==> src/rtl/i2c_rx_pkg.sv <==
package i2c_rx_pkg;
   typedef enum logic [2:0] {
      ST_IDLE,
      ST_ADDR,
      ST_AACK,
      ST_DATA,
      ST_DACK,
      ST_HOLD
   } rx_state_t;

   localparam int FLG_NEAR = 0;
   localparam int FLG_DONE = 1;
   localparam int FLG_OVF  = 2;
   localparam int FLG_TMO  = 3;
   localparam int NFLAGS   = 4;
endpackage

==> src/rtl/i2c_rx_sync.sv <==
module i2c_rx_sync #(
   parameter int         W       = 2,
   parameter int         STAGES  = 2,
   parameter logic [W-1:0] RST_VAL = '1
) (
   input  logic         clk,
   input  logic         rst_n,
   input  logic [W-1:0] d,
   output logic [W-1:0] q
);
   logic [W-1:0] stg [STAGES];

   if (STAGES < 2) begin : g_bad_stages
      $error("i2c_rx_sync: STAGES must be at least 2");
   end

   always_ff @(posedge clk or negedge rst_n)
      if (!rst_n) stg[0] <= RST_VAL;
      else        stg[0] <= d;

   for (genvar g = 1; g < STAGES; g++) begin : g_stage
      always_ff @(posedge clk or negedge rst_n)
         if (!rst_n) stg[g] <= RST_VAL;
         else        stg[g] <= stg[g-1];
   end

   assign q = stg[STAGES-1];
endmodule

==> src/rtl/i2c_rx_fifo.sv <==
module i2c_rx_fifo #(
   parameter int DW    = 8,
   parameter int DEPTH = 16,
   localparam int AW   = $clog2(DEPTH),
   localparam int CW   = $clog2(DEPTH + 1)
) (
   input  logic          clk,
   input  logic          rst_n,
   input  logic          push,
   input  logic [DW-1:0] push_data,
   input  logic          pop,
   output logic [DW-1:0] head,
   output logic [CW-1:0] count,
   output logic          full,
   output logic          empty
);
   localparam logic [CW-1:0] FULL_CNT = CW'(DEPTH);

   if (DEPTH < 4 || (DEPTH & (DEPTH - 1)) != 0) begin : g_bad_depth
      $error("i2c_rx_fifo: DEPTH must be a power of two, at least 4");
   end

   logic [DW-1:0] mem [DEPTH];
   logic [AW-1:0] wptr, rptr;
   logic          do_push, do_pop;

   assign full    = (count == FULL_CNT);
   assign empty   = (count == '0);
   assign do_push = push && !full;
   assign do_pop  = pop && !empty;
   assign head    = mem[rptr];

   always_ff @(posedge clk)
      if (do_push) mem[wptr] <= push_data;

   always_ff @(posedge clk or negedge rst_n)
      if (!rst_n) begin
         wptr  <= '0;
         rptr  <= '0;
         count <= '0;
      end else begin
         if (do_push) wptr <= wptr + 1'b1;
         if (do_pop)  rptr <= rptr + 1'b1;
         case ({do_push, do_pop})
            2'b10:   count <= count + 1'b1;
            2'b01:   count <= count - 1'b1;
            default: count <= count;
         endcase
      end
endmodule

==> src/rtl/i2c_rx_engine.sv <==
module i2c_rx_engine
   import i2c_rx_pkg::*;
#(
   parameter int TMO_W = 8
) (
   input  logic             clk,
   input  logic             rst_n,
   input  logic             tick,
   input  logic             scl_s,
   input  logic             sda_s,
   input  logic [6:0]       own_addr,
   input  logic             hold_en,
   input  logic [TMO_W-1:0] timeout_lim,
   input  logic             fifo_full,
   output logic             push,
   output logic [7:0]       push_data,
   output logic             sda_drv,
   output logic             scl_drv,
   output logic             ev_done,
   output logic             ev_ovf,
   output logic             ev_tmo
);
   rx_state_t        state;
   logic             scl_p, sda_p;
   logic [3:0]       bits;
   logic [7:0]       shreg;
   logic             active;
   logic [TMO_W-1:0] tcnt;
   logic             tdone;
   logic             rise, fall, start_c, stop_c, byte_end;

   assign rise     = tick &&  scl_s && !scl_p;
   assign fall     = tick && !scl_s &&  scl_p;
   assign start_c  = tick && scl_s && scl_p &&  sda_p && !sda_s;
   assign stop_c   = tick && scl_s && scl_p && !sda_p &&  sda_s;
   assign byte_end = fall && (bits == 4'd8);
   assign push_data = shreg;

   always_ff @(posedge clk or negedge rst_n)
      if (!rst_n) begin
         scl_p <= 1'b1;
         sda_p <= 1'b1;
      end else if (tick) begin
         scl_p <= scl_s;
         sda_p <= sda_s;
      end

   always_ff @(posedge clk or negedge rst_n)
      if (!rst_n) begin
         state   <= ST_IDLE;
         bits    <= '0;
         shreg   <= '0;
         active  <= 1'b0;
         tcnt    <= '0;
         tdone   <= 1'b0;
         push    <= 1'b0;
         sda_drv <= 1'b0;
         scl_drv <= 1'b0;
         ev_done <= 1'b0;
         ev_ovf  <= 1'b0;
         ev_tmo  <= 1'b0;
      end else begin
         push    <= 1'b0;
         ev_done <= 1'b0;
         ev_ovf  <= 1'b0;
         ev_tmo  <= 1'b0;
         if (start_c) begin
            state   <= ST_ADDR;
            bits    <= '0;
            sda_drv <= 1'b0;
            scl_drv <= 1'b0;
         end else if (stop_c) begin
            state   <= ST_IDLE;
            sda_drv <= 1'b0;
            scl_drv <= 1'b0;
            active  <= 1'b0;
            ev_done <= active;
         end else begin
            case (state)
               ST_ADDR: begin
                  if (rise) begin
                     shreg <= {shreg[6:0], sda_s};
                     bits  <= bits + 1'b1;
                  end else if (byte_end) begin
                     if (shreg[7:1] == own_addr && !shreg[0]) begin
                        sda_drv <= 1'b1;
                        active  <= 1'b1;
                        state   <= ST_AACK;
                     end else begin
                        state <= ST_IDLE;
                     end
                  end
               end
               ST_AACK, ST_DACK: begin
                  if (fall) begin
                     sda_drv <= 1'b0;
                     bits    <= '0;
                     state   <= ST_DATA;
                  end
               end
               ST_DATA: begin
                  if (rise) begin
                     shreg <= {shreg[6:0], sda_s};
                     bits  <= bits + 1'b1;
                  end else if (byte_end) begin
                     if (!fifo_full) begin
                        push    <= 1'b1;
                        sda_drv <= 1'b1;
                        state   <= ST_DACK;
                     end else if (hold_en) begin
                        scl_drv <= 1'b1;
                        tcnt    <= '0;
                        tdone   <= 1'b0;
                        state   <= ST_HOLD;
                     end else begin
                        ev_ovf <= 1'b1;
                        state  <= ST_DACK;
                     end
                  end
               end
               ST_HOLD: begin
                  if (!fifo_full) begin
                     push    <= 1'b1;
                     sda_drv <= 1'b1;
                     scl_drv <= 1'b0;
                     state   <= ST_DACK;
                  end else if (tick) begin
                     if (tcnt == timeout_lim && !tdone) begin
                        ev_tmo <= 1'b1;
                        tdone  <= 1'b1;
                     end
                     if (tcnt != '1) tcnt <= tcnt + 1'b1;
                  end
               end
               default: state <= ST_IDLE;
            endcase
         end
      end
endmodule

==> src/rtl/i2c_rx_slave.sv <==
module i2c_rx_slave
   import i2c_rx_pkg::*;
#(
   parameter int DEPTH       = 16,
   parameter int SYNC_STAGES = 2,
   parameter int TMO_W       = 8
) (
   input  logic                         clk,
   input  logic                         rst_n,
   input  logic                         tick,
   input  logic                         scl_i,
   input  logic                         sda_i,
   output logic                         scl_drive_low,
   output logic                         sda_drive_low,
   input  logic [6:0]                   own_addr,
   input  logic                         hold_en,
   input  logic [TMO_W-1:0]             timeout_lim,
   input  logic                         rd_stb,
   output logic [7:0]                   rd_data,
   output logic [$clog2(DEPTH+1)-1:0]   xfer_size,
   output logic                         rx_valid,
   output logic [NFLAGS-1:0]            irq_flags,
   input  logic [NFLAGS-1:0]            irq_clr
);
   localparam int CW = $clog2(DEPTH + 1);
   localparam logic [CW-1:0] NEAR_AT = CW'(DEPTH - 3);

   logic [1:0]        lines_s;
   logic              push, full, empty;
   logic [7:0]        push_data;
   logic              ev_done, ev_ovf, ev_tmo;
   logic [NFLAGS-1:0] set_vec;

   i2c_rx_sync #(.W(2), .STAGES(SYNC_STAGES), .RST_VAL(2'b11)) u_sync (
      .clk   (clk),
      .rst_n (rst_n),
      .d     ({scl_i, sda_i}),
      .q     (lines_s)
   );

   i2c_rx_engine #(.TMO_W(TMO_W)) u_engine (
      .clk         (clk),
      .rst_n       (rst_n),
      .tick        (tick),
      .scl_s       (lines_s[1]),
      .sda_s       (lines_s[0]),
      .own_addr    (own_addr),
      .hold_en     (hold_en),
      .timeout_lim (timeout_lim),
      .fifo_full   (full),
      .push        (push),
      .push_data   (push_data),
      .sda_drv     (sda_drive_low),
      .scl_drv     (scl_drive_low),
      .ev_done     (ev_done),
      .ev_ovf      (ev_ovf),
      .ev_tmo      (ev_tmo)
   );

   i2c_rx_fifo #(.DW(8), .DEPTH(DEPTH)) u_fifo (
      .clk       (clk),
      .rst_n     (rst_n),
      .push      (push),
      .push_data (push_data),
      .pop       (rd_stb),
      .head      (rd_data),
      .count     (xfer_size),
      .full      (full),
      .empty     (empty)
   );

   assign rx_valid = !empty;

   always_comb begin
      set_vec           = '0;
      set_vec[FLG_NEAR] = push && !full && (xfer_size == NEAR_AT);
      set_vec[FLG_DONE] = ev_done;
      set_vec[FLG_OVF]  = ev_ovf;
      set_vec[FLG_TMO]  = ev_tmo;
   end

   always_ff @(posedge clk or negedge rst_n)
      if (!rst_n) irq_flags <= '0;
      else        irq_flags <= (irq_flags & ~irq_clr) | set_vec;
endmodule

==> config.mk <==
export PLATFORM = sky130hd
export DESIGN_NAME = i2c_rx_slave
export DESIGN_NICKNAME = d
export VERILOG_FILES = /design/src/rtl/i2c_rx_pkg.sv /design/src/rtl/i2c_rx_sync.sv /design/src/rtl/i2c_rx_fifo.sv /design/src/rtl/i2c_rx_engine.sv /design/src/rtl/i2c_rx_slave.sv
export SDC_FILE = /design/constraint.sdc
export NUM_CORES = 1
export LEC_CHECK = 0
export ABC_AREA = 1
export ABC_CLOCK_PERIOD_IN_PS = 6200
export BUFFER_PORTS_ARGS = -buffer_cell sky130_fd_sc_hd__buf_4
export CAP_MARGIN = 20
export CORE_MARGIN = 4
export CORE_UTILIZATION = 50
export CTS_CLUSTER_SIZE = 30
export DETAILED_ROUTE_END_ITERATION = 7
export PLACE_DENSITY = 0.67
export SYNTH_ARGS = -nofsm -noshare
export SYNTH_HDL_FRONTEND = slang
export SYNTH_SLANG_ARGS = --single-unit
==> constraint.sdc <==
create_clock -name clk -period 6.2 [get_ports clk]
set_input_delay 0.31 -clock clk [delete_from_list [all_inputs] [get_ports clk]]
set_output_delay 0.31 -clock clk [all_outputs]
set_load 0.03 [all_outputs]
==> results.sh, run 1 <==
export IMPL_outcome="finished clean"
export IMPL_start_util=0.5123
export IMPL_grt_usage=0.1959
export IMPL_worstMarginPinSlew_ns=0.9746
export IMPL_r2r_end="u_fifo.count[4]"
export IMPL_antennaDiodeCount=0
export IMPL_clock_latency_ns=0.43
export IMPL_maxCapViolCount=0
export IMPL_max_clock_path_buffers=2
export IMPL_die_width_um=135.8
export IMPL_async_flop_share=0.2967
export IMPL_drc_errors=0
export IMPL_cp_slowest_cell="inv_2"
export IMPL_final_cell_mix="edfxtp_1, nor2_1, nand2_1"
export IMPL_clk_pin_slew_ns=0.07
export IMPL_hp_start="irq_clr[3]"
export IMPL_ant_nets=0
export IMPL_whs_endpoint="irq_flags[3]"
export IMPL_layout_commonest_cell="edfxtp_1"
export IMPL_cts_made_buffers=17
export IMPL_numPortBuffers=45
export IMPL_die_y_um=135.8
export IMPL_cp_required_ns=5.89
export IMPL_clockPowerShare=0.265
export IMPL_final_layout_size_suffix_gt1_frac=0.1564
export IMPL_syn_area_per_cell_um2=10.83
export IMPL_gp_congestion=0.8601
export IMPL_core_um2=15940
export IMPL_cp_end_kind="output pin"
export IMPL_fp_row_count=46
export IMPL_drt_iter0_drc=445
export IMPL_r2r_slack_ns=3.55
export IMPL_dieArea_um2=18440
export IMPL_min_delay_path_depth=2
export IMPL_timing_final_crit_share=0.5157
export IMPL_grt_max_degree=68
export IMPL_critical_path_max_fanout=67
export IMPL_grt_pass1_wl_um=27970
export IMPL_cts_sinks=182
export IMPL_yosysWarnings=0
export IMPL_vias_per_cell=5.378
export IMPL_wire_per_inst_um=16.87
export IMPL_cp_arrival_ns=2.89
export IMPL_reg2regPathDepth=11
export IMPL_synth_edf_count=128
export IMPL_path_class="reg2out"
export IMPL_postCtsSetupBuffers=0
export IMPL_vdd_drop_max_mv=0.3196
export IMPL_hpwl_um=11410
export IMPL_synth_cells=754
export IMPL_cpPeakStageDelay_ns=0.81
export IMPL_cts_max_level=4
export IMPL_cts_root_buf="clkbuf_16"
export IMPL_relSlewSlack=0.3467
export IMPL_combPwrFrac=0.316
export IMPL_ys_seq_area_frac=0.6369
export IMPL_grt_overflow=0
export IMPL_power_density_nw_per_um2=445.2
export IMPL_synth_nets=793
export IMPL_max_freq_ghz=0.3127
export IMPL_finalSetupViolations=0
export IMPL_p_int_mw=2.595
export IMPL_p_sw_frac=0.3744
export IMPL_grt_setup_unrepaired="false"
export IMPL_wirelength_um=17340
export IMPL_ios=46
export IMPL_path_cells="buf_4, inv_2, nor2_1, nor2_1, o21ai_0, o211ai_1, o211ai_1, nand2_1, buf_4"
export IMPL_r2r_start="u_fifo.count[1]"
export IMPL_vias=5529
export IMPL_min_path_type="in2reg"
export IMPL_fin_tns_setup_ns=0
export IMPL_syn_area_um2=8168
export IMPL_firstDrtPassIters=5
export IMPL_antenna_found_initial=0
export IMPL_period_minus_slack_ns=3.198
export IMPL_cp_start_kind="register"
export IMPL_ys_flop_type="edfxtp_1"
export IMPL_first_global_vias=5462
export IMPL_p_switching_mw=1.553
export IMPL_crit_family="buffers and inverters"
export IMPL_hold_viol=0
export IMPL_pwr_share_seq=0.419
export IMPL_leakage_nw=3.663
export IMPL_fin_util=0.5844
export IMPL_skew_ns=0.01005
export IMPL_cts_tree="yes"
export IMPL_area_growth_pct=14.08
export IMPL_final_nets=838
export IMPL_synth_cell_types=42
export IMPL_critical_path_startpoint="u_fifo.rptr[0]"
export IMPL_worst_path_buf_inv=3
export IMPL_synth_seq_cells=182
export IMPL_finalMaxSlewViolations=0
[flip-flops by register name (all words and copies together) (netlist names)]
| name | cells |
|---|---|
| u_fifo.mem | 128 |
| u_engine.push_data | 8 |
| u_engine.tcnt | 8 |
| u_fifo.count | 5 |
| irq_flags | 4 |
| u_engine.bits | 4 |
| u_fifo.rptr | 4 |
| u_fifo.wptr | 4 |
| u_engine.state | 3 |
| u_sync.q | 2 |
| u_sync.stg | 2 |
| u_engine.active | 1 |
| u_engine.ev_done | 1 |
| u_engine.ev_ovf | 1 |
| u_engine.ev_tmo | 1 |
| u_engine.push | 1 |
| u_engine.scl_drv | 1 |
| u_engine.scl_p | 1 |
| u_engine.sda_drv | 1 |
| u_engine.sda_p | 1 |
| u_engine.tdone | 1 |
[metrics by stage]
stage                     instances  instance area [µm²]  hold WS (ns)  setup WS, ns  power, mW
final                          1028                 9318       0.05223         3.002      4.148
after detailed placement        993                 8685        0.3478         3.482      3.074
after CTS                      1028                 9318       0.04410         3.033      4.163
after floorplan                 754                 8168       0.01441         3.558      2.615
after global routing           1028                 9318       0.05094         2.803      4.386
after global placement          993                 8685        0.3486         3.531      3.018
[worst max path at each step]
stage | end | depth (start not counted)
after detailed placement | rd_data[3] | 9
after global routing | rd_data[7] | 9
after floorplan | u_fifo.count[4] | 11
after global placement | rd_data[3] | 9
after CTS | rd_data[1] | 9
final | rd_data[1] | 9
[per-layer routing]
layer / vias to the layer above / wire length, µm / GRT usage / part of all wire
li1: 2685 / - / - / -
met1: 2689 / 7468 / 0.2576 / 0.43
met2: 136 / 8784 / 0.3335 / 0.51
met3: 19 / 807 / 0.03109 / 0.047
met4: 0 / 281 / 0.06719 / 0.016
met5: - / 0 / 0 / 0
[what timing repair did]
item / CTS / global route
resized for setup: 0 / 0
hold buffers: 3 / 0
endpoints found under the hold margin: 50 / 0
[logic make-up after synthesis]
kind of cell    Yosys count  share of synthesized area
compound gates          152                     0.1106
xor+xnor                 12                    0.01287
fa+ha+maj                13                    0.02083
buf+inv                  97                    0.04718
flops                   182                     0.6369
mux                      10                    0.01226
simple gates            288                     0.1593
[final cells by class]
cell class	instances	area [µm²]
inverter	72	270.3
tap	216	270.3
timing repair buffer	51	390.4
multi-input combinational	475	2580
clock buffer	17	425.4
fill	1307	6625
clock inverter	15	177.7
sequential	182	5204
[synthesized netlist by cell type (8+ instances only)]
| cell | number | share of area |
|---|---|---|
| edfxtp_1 | 128 | 0.47 |
| clkbuf_1 | 14 | 0.0064 |
| o221ai_1 | 10 | 0.011 |
| o21ai_0 | 86 | 0.053 |
| nand2_1 | 105 | 0.048 |
| xor2_1 | 8 | 0.0086 |
| nor2_1 | 120 | 0.055 |
| mux2i_1 | 10 | 0.012 |
| ha_1 | 12 | 0.018 |
| o211ai_1 | 23 | 0.021 |
| a21oi_1 | 12 | 0.0074 |
| buf_2 | 8 | 0.0049 |
| dfrtp_1 | 48 | 0.15 |
| inv_1 | 66 | 0.030 |
| nand3_1 | 22 | 0.013 |
[power by group through the flow]
stage / clock [mW] / combinational [mW] / sequential (mW)
after floorplan: 0 / 0.910 / 1.71
after global placement: 0 / 1.27 / 1.75
after detailed placement: 0 / 1.31 / 1.76
after CTS: 1.11 / 1.32 / 1.74
after global routing: 1.17 / 1.46 / 1.76
final: 1.10 / 1.31 / 1.74
Note: power is estimated with default switching activity, not from simulation.
==> run 2: changes to the inputs <==
--- a/config.mk
+++ b/config.mk
@@ -5,15 +5,15 @@
 export SDC_FILE = /design/constraint.sdc
 export NUM_CORES = 1
 export LEC_CHECK = 0
-export ABC_AREA = 1
-export ABC_CLOCK_PERIOD_IN_PS = 6200
+export ABC_AREA = 0
+export ABC_CLOCK_PERIOD_IN_PS = 3050
 export BUFFER_PORTS_ARGS = -buffer_cell sky130_fd_sc_hd__buf_4
 export CAP_MARGIN = 20
 export CORE_MARGIN = 4
 export CORE_UTILIZATION = 50
 export CTS_CLUSTER_SIZE = 30
 export DETAILED_ROUTE_END_ITERATION = 7
-export PLACE_DENSITY = 0.67
+export PLACE_DENSITY = 0.68
 export SYNTH_ARGS = -nofsm -noshare
 export SYNTH_HDL_FRONTEND = slang
 export SYNTH_SLANG_ARGS = --single-unit
==> constraint.sdc (replaced) <==
create_clock -name clk -period 3.05 [get_ports clk]
set_input_delay 0.1525 -clock clk [delete_from_list [all_inputs] [get_ports clk]]
set_output_delay 0.1525 -clock clk [all_outputs]
set_load 0.03 [all_outputs]
==> run 2 against run 1 <==
Against the previous run:
- critical path depth grew 1
- non-clock buffer count grew 22
- clock skew shrank 0.0041 ns
- register-to-register slack lost 3.3 ns
- die area shrank 3.5%
- utilization grew 1.9 points
- power grew 96%
- flip-flop and latch count is the same
- setup slack lost 2.8 ns
- cell count shrank 22%
- synthesized area shrank 3.7%
- critical path type is now reg2reg
==> results.sh, run 2 <==
export IMPL_first_global_vias=4599
export IMPL_wl_met1_um=7116
export IMPL_cp_end_kind="register"
export IMPL_final_layout_size_suffix_gt1_frac=0.2626
export IMPL_gp_congestion=0.8888
export IMPL_maxCapViolCount=0
export IMPL_final_cell_area_um2=9249
export IMPL_cts_tree="yes"
export IMPL_leakage_nw=3.448
export IMPL_hpwl_um=10540
export IMPL_cp_required_ns=3.40
export IMPL_power_mw=8.130
export IMPL_grt_pass1_wl_um=25630
export IMPL_ys_flop_type="edfxtp_1"
export IMPL_min_path_type="in2reg"
export IMPL_synth_area_leaders="edfxtp_1, dfrtp_1, mux4_2, nand2_1, dfstp_2"
export IMPL_r2r_slack_ns=0.21
export IMPL_relSlewSlack=0.4003
export IMPL_synth_seq_cells=182
export IMPL_vias=4578
export IMPL_die_y_um=133.4
export IMPL_cp_start_kind="register"
export IMPL_outcome="finished clean"
export IMPL_drt_iter0_drc=388
export IMPL_wirelength_um=15960
export IMPL_met2WireLength_um=7588
export IMPL_ios=46
export IMPL_yosysMostFrequentCell="edfxtp_1"
export IMPL_dpl_cell_area_um2=8526
export IMPL_synth_edf_count=128
export IMPL_cts_made_buffers=17
export IMPL_finalSetupViolations=0
export IMPL_syn_area_per_cell_um2=15.33
export IMPL_core_um2=15310
export IMPL_vias_per_cell=5.687
export IMPL_cts_max_level=4
export IMPL_multi_input_area_um2=2505
export IMPL_fp_row_count=45
export IMPL_final_nets=620
export IMPL_numPortBuffers=45
export IMPL_power_density_nw_per_um2=879.0
export IMPL_dieArea_um2=17800
export IMPL_die_width_um=133.4
export IMPL_antennaDiodeCount=0
export IMPL_fin_util=0.6039
export IMPL_antenna_found_initial=0
export IMPL_period_minus_slack_ns=2.843
export IMPL_synth_cells=513
export IMPL_finalMaxSlewViolations=0
export IMPL_async_flop_share=0.2967
export IMPL_drc_errors=0
export IMPL_largest_reg_flops=128
export IMPL_setup_ws_ns=0.2068
export IMPL_yosys_top_cells_count="edfxtp_1, nand2_1, dfrtp_1"
export IMPL_max_clock_path_buffers=2
export IMPL_regMostFlops="u_fifo.mem"
export IMPL_grt_overflow=0
export IMPL_reg2regPathDepth=10
export IMPL_wire_per_inst_um=19.83
export IMPL_yosysWarnings=0
export IMPL_r2r_start="u_fifo.count[3]"
export IMPL_cp_arrival_ns=3.20
export IMPL_clk_pin_slew_ns=0.07
export IMPL_timing_final_crit_share=0.9322
export IMPL_firstDrtPassIters=5
export IMPL_top_layer="met4"
export IMPL_synth_nets=552
export IMPL_min_delay_path_depth=5
export IMPL_fin_tns_setup_ns=0
export IMPL_layout_commonest_cell="edfxtp_1"
export IMPL_seq_area_um2=5204
export IMPL_area_growth_pct=17.63
export IMPL_vdd_drop_max_mv=0.5077
export IMPL_start_util=0.5134
export IMPL_ys_seq_area_frac=0.6617
export IMPL_pre_cts_ws_ns=0.1386
export IMPL_whs_endpoint="u_engine.ev_tmo"
export IMPL_grt_usage=0.1910
export IMPL_syn_area_um2=7863
export IMPL_yosysTopAreaCellShare=0.4889
export IMPL_clock_latency_ns=0.42
export IMPL_hold_viol=0
export IMPL_wl_met3_um=1025
export IMPL_yosysTopAreaCell="edfxtp_1"
export IMPL_final_cell_mix="edfxtp_1, buf_4, nand2_1"
export IMPL_n_fill_cell=1187
export IMPL_r2r_end="u_fifo.count[4]"
export IMPL_hp_start="timeout_lim[1]"
export IMPL_worstMarginPinSlew_ns=0.8962
export IMPL_critical_path_max_fanout=6
export IMPL_synth_cell_types=58
export IMPL_ant_nets=0
export IMPL_skew_ns=0.005992
export IMPL_grt_setup_unrepaired="false"
export IMPL_cts_root_buf="clkbuf_16"
export IMPL_grt_max_degree=55
export IMPL_path_class="reg2reg"
export IMPL_cts_sinks=182
export IMPL_max_freq_ghz=0.3517
==> run 2: changes by cell type after synthesis, sizes merged, moves of 22 or more <==
cell    delta
inv       -54
mux4      +40
nand2     -58
nand3     -23
o211ai    -22
nor2     -102
o21ai     -79
==> run 2: cell families (layout without fill, tap and decap cells) <==
logic type | after synthesis | after routing | synth area share
DFF | 182 | 182 | 0.6617
adders and majority gates | 13 | 13 | 0.02164
buffers and inverters | 42 | 123 | 0.02132
and+or+nand+nor | 143 | 143 | 0.08943
xor gates and xnor gates | 28 | 28 | 0.03119
AOI/OAI and AO/OA | 63 | 63 | 0.05681
muxes | 42 | 42 | 0.1179
==> run 2: area by class of cell <==
cell class,instances,area share
Sequential cell,182,0.5626
Tap cell,211,0.02854
Clock buffer,17,0.04600
Clock inverter,15,0.02165
Multi-Input combinational cell,289,0.2708
Inverter,18,0.007305
Timing Repair Buffer,73,0.06304
==> run 2: critical path, stage by stage (launching register included) <==
cell and delay [ns]:
dfrtp_1 0.43, or3_4 0.38, or3_4 0.34, and2_1 0.25, ha_2 0.25, ha_1 0.31
nor2b_1 0.14, o21ai_0 0.20, a21oi_1 0.13, nor3_2 0.19, xor2_1 0.15
==> run 2: through the flow <==
step,hold slack (ns),instances
6_report,0.2251,805
5_1_grt,0.2453,805
4_1_cts,0.2035,805
3_5_place_dp,0.2536,764
3_3_place_gp,0.2479,764
2_1_floorplan,-0.1431,513
==> run 2: worst max-delay path by stage <==
stage	slack (ns)	start	to	depth (start not counted)
6_report	0.21	u_fifo.count[3]	u_fifo.count[4]	10
5_1_grt	0.02	u_fifo.count[3]	u_fifo.count[4]	10
4_1_cts	0.12	u_fifo.count[3]	u_fifo.count[4]	10
3_5_place_dp	0.14	u_fifo.count[3]	u_fifo.count[4]	10
3_3_place_gp	0.20	u_fifo.count[3]	u_fifo.count[4]	10
2_1_floorplan	0.001	u_fifo.count[0]	u_fifo.count[4]	11
==> run 2: report_power, final <==
group / leakage (nW) / total [mW] / internal, mW / switching, mW
logic: 1.29 / 2.42 / 1.13 / 1.29
registers: 1.86 / 3.41 / 3.05 / 0.357
clock network: 0.299 / 2.30 / 1.38 / 0.927
total: 3.45 / 8.13 / 5.56 / 2.57
==> run 2: timing repair <==
item | CTS | global route
setup endpoints to repair | 0 | 1
resized for setup | 0 | 2
buffers inserted | 0 | 0
endpoints found under the hold margin | 56 | 0
hold buffers | 9 | 0
==> run 2: layer usage <==
layer,vias to the layer above,global-route usage
li1,2087,-
met1,2290,0.2732
met2,180,0.2875
met3,21,0.05060
met4,0,0.06686
met5,-,0
==> run 3: changes to the inputs <==
--- a/config.mk
+++ b/config.mk
@@ -13,7 +13,8 @@
 export CORE_UTILIZATION = 50
 export CTS_CLUSTER_SIZE = 30
 export DETAILED_ROUTE_END_ITERATION = 7
-export PLACE_DENSITY = 0.68
+export PLACE_DENSITY = 0.67
 export SYNTH_ARGS = -nofsm -noshare
 export SYNTH_HDL_FRONTEND = slang
+export SYNTH_HIERARCHICAL = 1
 export SYNTH_SLANG_ARGS = --single-unit
==> run 3 against run 2 <==
Against the previous run:
- non-clock buffer count up 3
- largest cell class unchanged
- register-to-register slack gained 0.07 ns
- synthesized cell count is 4.3% higher
- critical endpoint is now u_fifo/count[4]
- synthesized area rose by 1.6%
==> results.sh, run 3 <==
export IMPL_outcome="finished clean"
export IMPL_grt_overflow=0
export IMPL_cts_sinks=182
export IMPL_gp_congestion=0.8414
export IMPL_drt_iter0_drc=396
export IMPL_ios=46
export IMPL_n_fill_cell=1189
export IMPL_relSlewSlack=0.4728
export IMPL_core_um2=15430
export IMPL_r2r_slack_ns=0.27
export IMPL_grtUsageMet1=0.2534
export IMPL_power_mw=8.304
export IMPL_vias=4740
export IMPL_multi_input_area_um2=2562
export IMPL_p_sw_frac=0.3529
export IMPL_grt_pass1_wl_um=25590
export IMPL_hpwl_um=10490
export IMPL_cts_max_level=4
export IMPL_combPwrFrac=0.312
export IMPL_dpl_cell_area_um2=8606
export IMPL_max_clock_path_buffers=2
export IMPL_use_met3=0.04239
export IMPL_cp_required_ns=3.40
export IMPL_antennaDiodeCount=0
export IMPL_synth_edf_count=128
export IMPL_wirelength_um=15940
export IMPL_final_cell_area_um2=9243
export IMPL_p_switching_mw=2.930
export IMPL_grt_max_degree=55
export IMPL_numPortBuffers=45
export IMPL_pwr_share_seq=0.439
export IMPL_wire_per_inst_um=19.23
export IMPL_clock_latency_ns=0.43
export IMPL_grt_usage=0.1867
export IMPL_async_flop_share=0.2967
export IMPL_clk_pin_slew_ns=0.07
export IMPL_leakage_nw=3.495
export IMPL_fin_tns_setup_ns=0
export IMPL_antenna_found_initial=0
export IMPL_p_int_mw=5.374
export IMPL_timing_final_crit_share=0.9108
export IMPL_cts_tree="yes"
export IMPL_yosys_top_cells_count="edfxtp_1, dfrtp_1, nand2_1"
export IMPL_cp_end_kind="register"
export IMPL_seq_area_um2=5204
export IMPL_cts_made_buffers=17
export IMPL_vdd_drop_max_mv=0.4365
export IMPL_final_cell_mix="edfxtp_1, buf_4, dfrtp_1"
export IMPL_yosysWarnings=6
export IMPL_maxCapViolCount=0
export IMPL_hold_slack_ns=0.02784
export IMPL_largest_reg_flops=128
export IMPL_min_path_type="in2reg"
export IMPL_path_class="reg2reg"
export IMPL_synth_area_leaders="edfxtp_1, dfrtp_1, mux4_2, mux2i_1, xnor2_1"
export IMPL_syn_area_per_cell_um2=14.93
export IMPL_area_growth_pct=15.67
export IMPL_synth_cells=535
export IMPL_synth_cell_types=66
export IMPL_layout_commonest_cell="edfxtp_1"
export IMPL_max_freq_ghz=0.3600
export IMPL_synth_nets=574
export IMPL_regMostFlops="u_fifo/mem"
export IMPL_cp_arrival_ns=3.13
export IMPL_dieArea_um2=18070
export IMPL_die_y_um=134.4
export IMPL_period_minus_slack_ns=2.778
export IMPL_grt_met2_usage=0.3006
export IMPL_worstMarginPinSlew_ns=0.7878
export IMPL_ys_seq_area_frac=0.6511
export IMPL_ant_nets=0
export IMPL_ys_flop_type="edfxtp_1"
export IMPL_cts_root_buf="clkbuf_16"
export IMPL_final_layout_size_suffix_gt1_frac=0.2362
export IMPL_critical_path_max_fanout=7
export IMPL_vias_per_cell=5.718
export IMPL_yosysTopAreaCellShare=0.4811
export IMPL_cp_start_kind="register"
export IMPL_top_usage_layer="met2"
export IMPL_firstDrtPassIters=5
export IMPL_clockPowerShare=0.249
export IMPL_yosysMostFrequentCell="edfxtp_1"
export IMPL_finalSetupViolations=0
export IMPL_drc_errors=0
export IMPL_yosysTopAreaCell="edfxtp_1"
export IMPL_die_width_um=134.4
export IMPL_fp_row_count=45
export IMPL_start_util=0.5179
export IMPL_skew_ns=0.01403
export IMPL_hold_viol=0
export IMPL_synth_seq_cells=182
export IMPL_first_global_vias=4673
export IMPL_grt_setup_unrepaired="false"
export IMPL_power_density_nw_per_um2=898.4
export IMPL_final_nets=644
export IMPL_syn_area_um2=7990
export IMPL_finalMaxSlewViolations=0
-- run 3: critical path, cell delays in order, from the launching register on --
cell	delay [ns]
dfrtp_1	0.48
or4_4	0.52
o21a_4	0.24
ha_1	0.28
fa_1	0.45
a21o_1	0.20
a21oi_1	0.17
mux2i_1	0.24
xnor2_1	0.13
-- run 3: power groups by stage --
| stage | registers [mW] | logic (mW) | clock network, mW |
|---|---|---|---|
| after floorplan | 3.46 | 1.96 | 0 |
| after detailed placement | 3.70 | 2.59 | 0 |
| after global placement | 3.66 | 2.55 | 0 |
| final | 3.64 | 2.59 | 2.07 |
| after CTS | 3.65 | 2.61 | 2.12 |
| after global routing | 3.71 | 2.79 | 2.22 |
-- run 3: cell families after synthesis --
group,after synthesis,share of synthesized area
AO/OA/AOI/OAI,92,0.08550
XOR/XNOR,26,0.02850
adder cells (fa/ha/maj),13,0.02130
buffers and inverters,39,0.02819
flip-flops,182,0.6511
multiplexers,61,0.1037
AND/OR/NAND/NOR,122,0.08174
-- run 3: stage by stage --
step                        util  worst slack (ns)  std cells
after global placement    0.5578            0.3732        789
after floorplan                -            0.3119        535
after CTS                 0.5991            0.2868        829
after detailed placement  0.5578            0.3124        789
final                     0.5991            0.2719        829
after global routing      0.5991            0.1842        829
-- run 3: cell type report --
class                      count  area share
sequential                   182      0.5630
multi-input combinational    314      0.2772
timing repair buffer          76     0.06525
clock buffer                  19     0.04684
tap                          211     0.02856
clock inverter                13     0.01340
inverter                      14    0.005686
-- run 3: metal layers --
| layer | vias to the layer above | wire length, µm |
|---|---|---|
| li1 | 2195 | - |
| met4 | 0 | 214 |
| met2 | 97 | 7976 |
| met5 | - | 0 |
| met1 | 2430 | 7031 |
| met3 | 18 | 722 |
-- run 3: final timing paths --
kind / startpoint / to / cells after the start
worst max-delay path: u_fifo/count[1] / u_fifo/count[4] / 8
worst min-delay path: irq_clr[0] / irq_flags[0] / 3
worst max register to register: u_fifo/count[1] / u_fifo/count[4] / 8
worst min register to register: u_sync/stg[3] / u_sync/q[1] / 0
max in group asynchronous: rst_n / u_fifo/rptr[0] / 2
min in group asynchronous: rst_n / u_engine/tcnt[6] / 2
-- run 3: timing repair --
item	in CTS	in global routing
hold endpoints to repair	55	0
buffers inserted	0	0
gates resized for setup	0	0
hold buffers	8	0
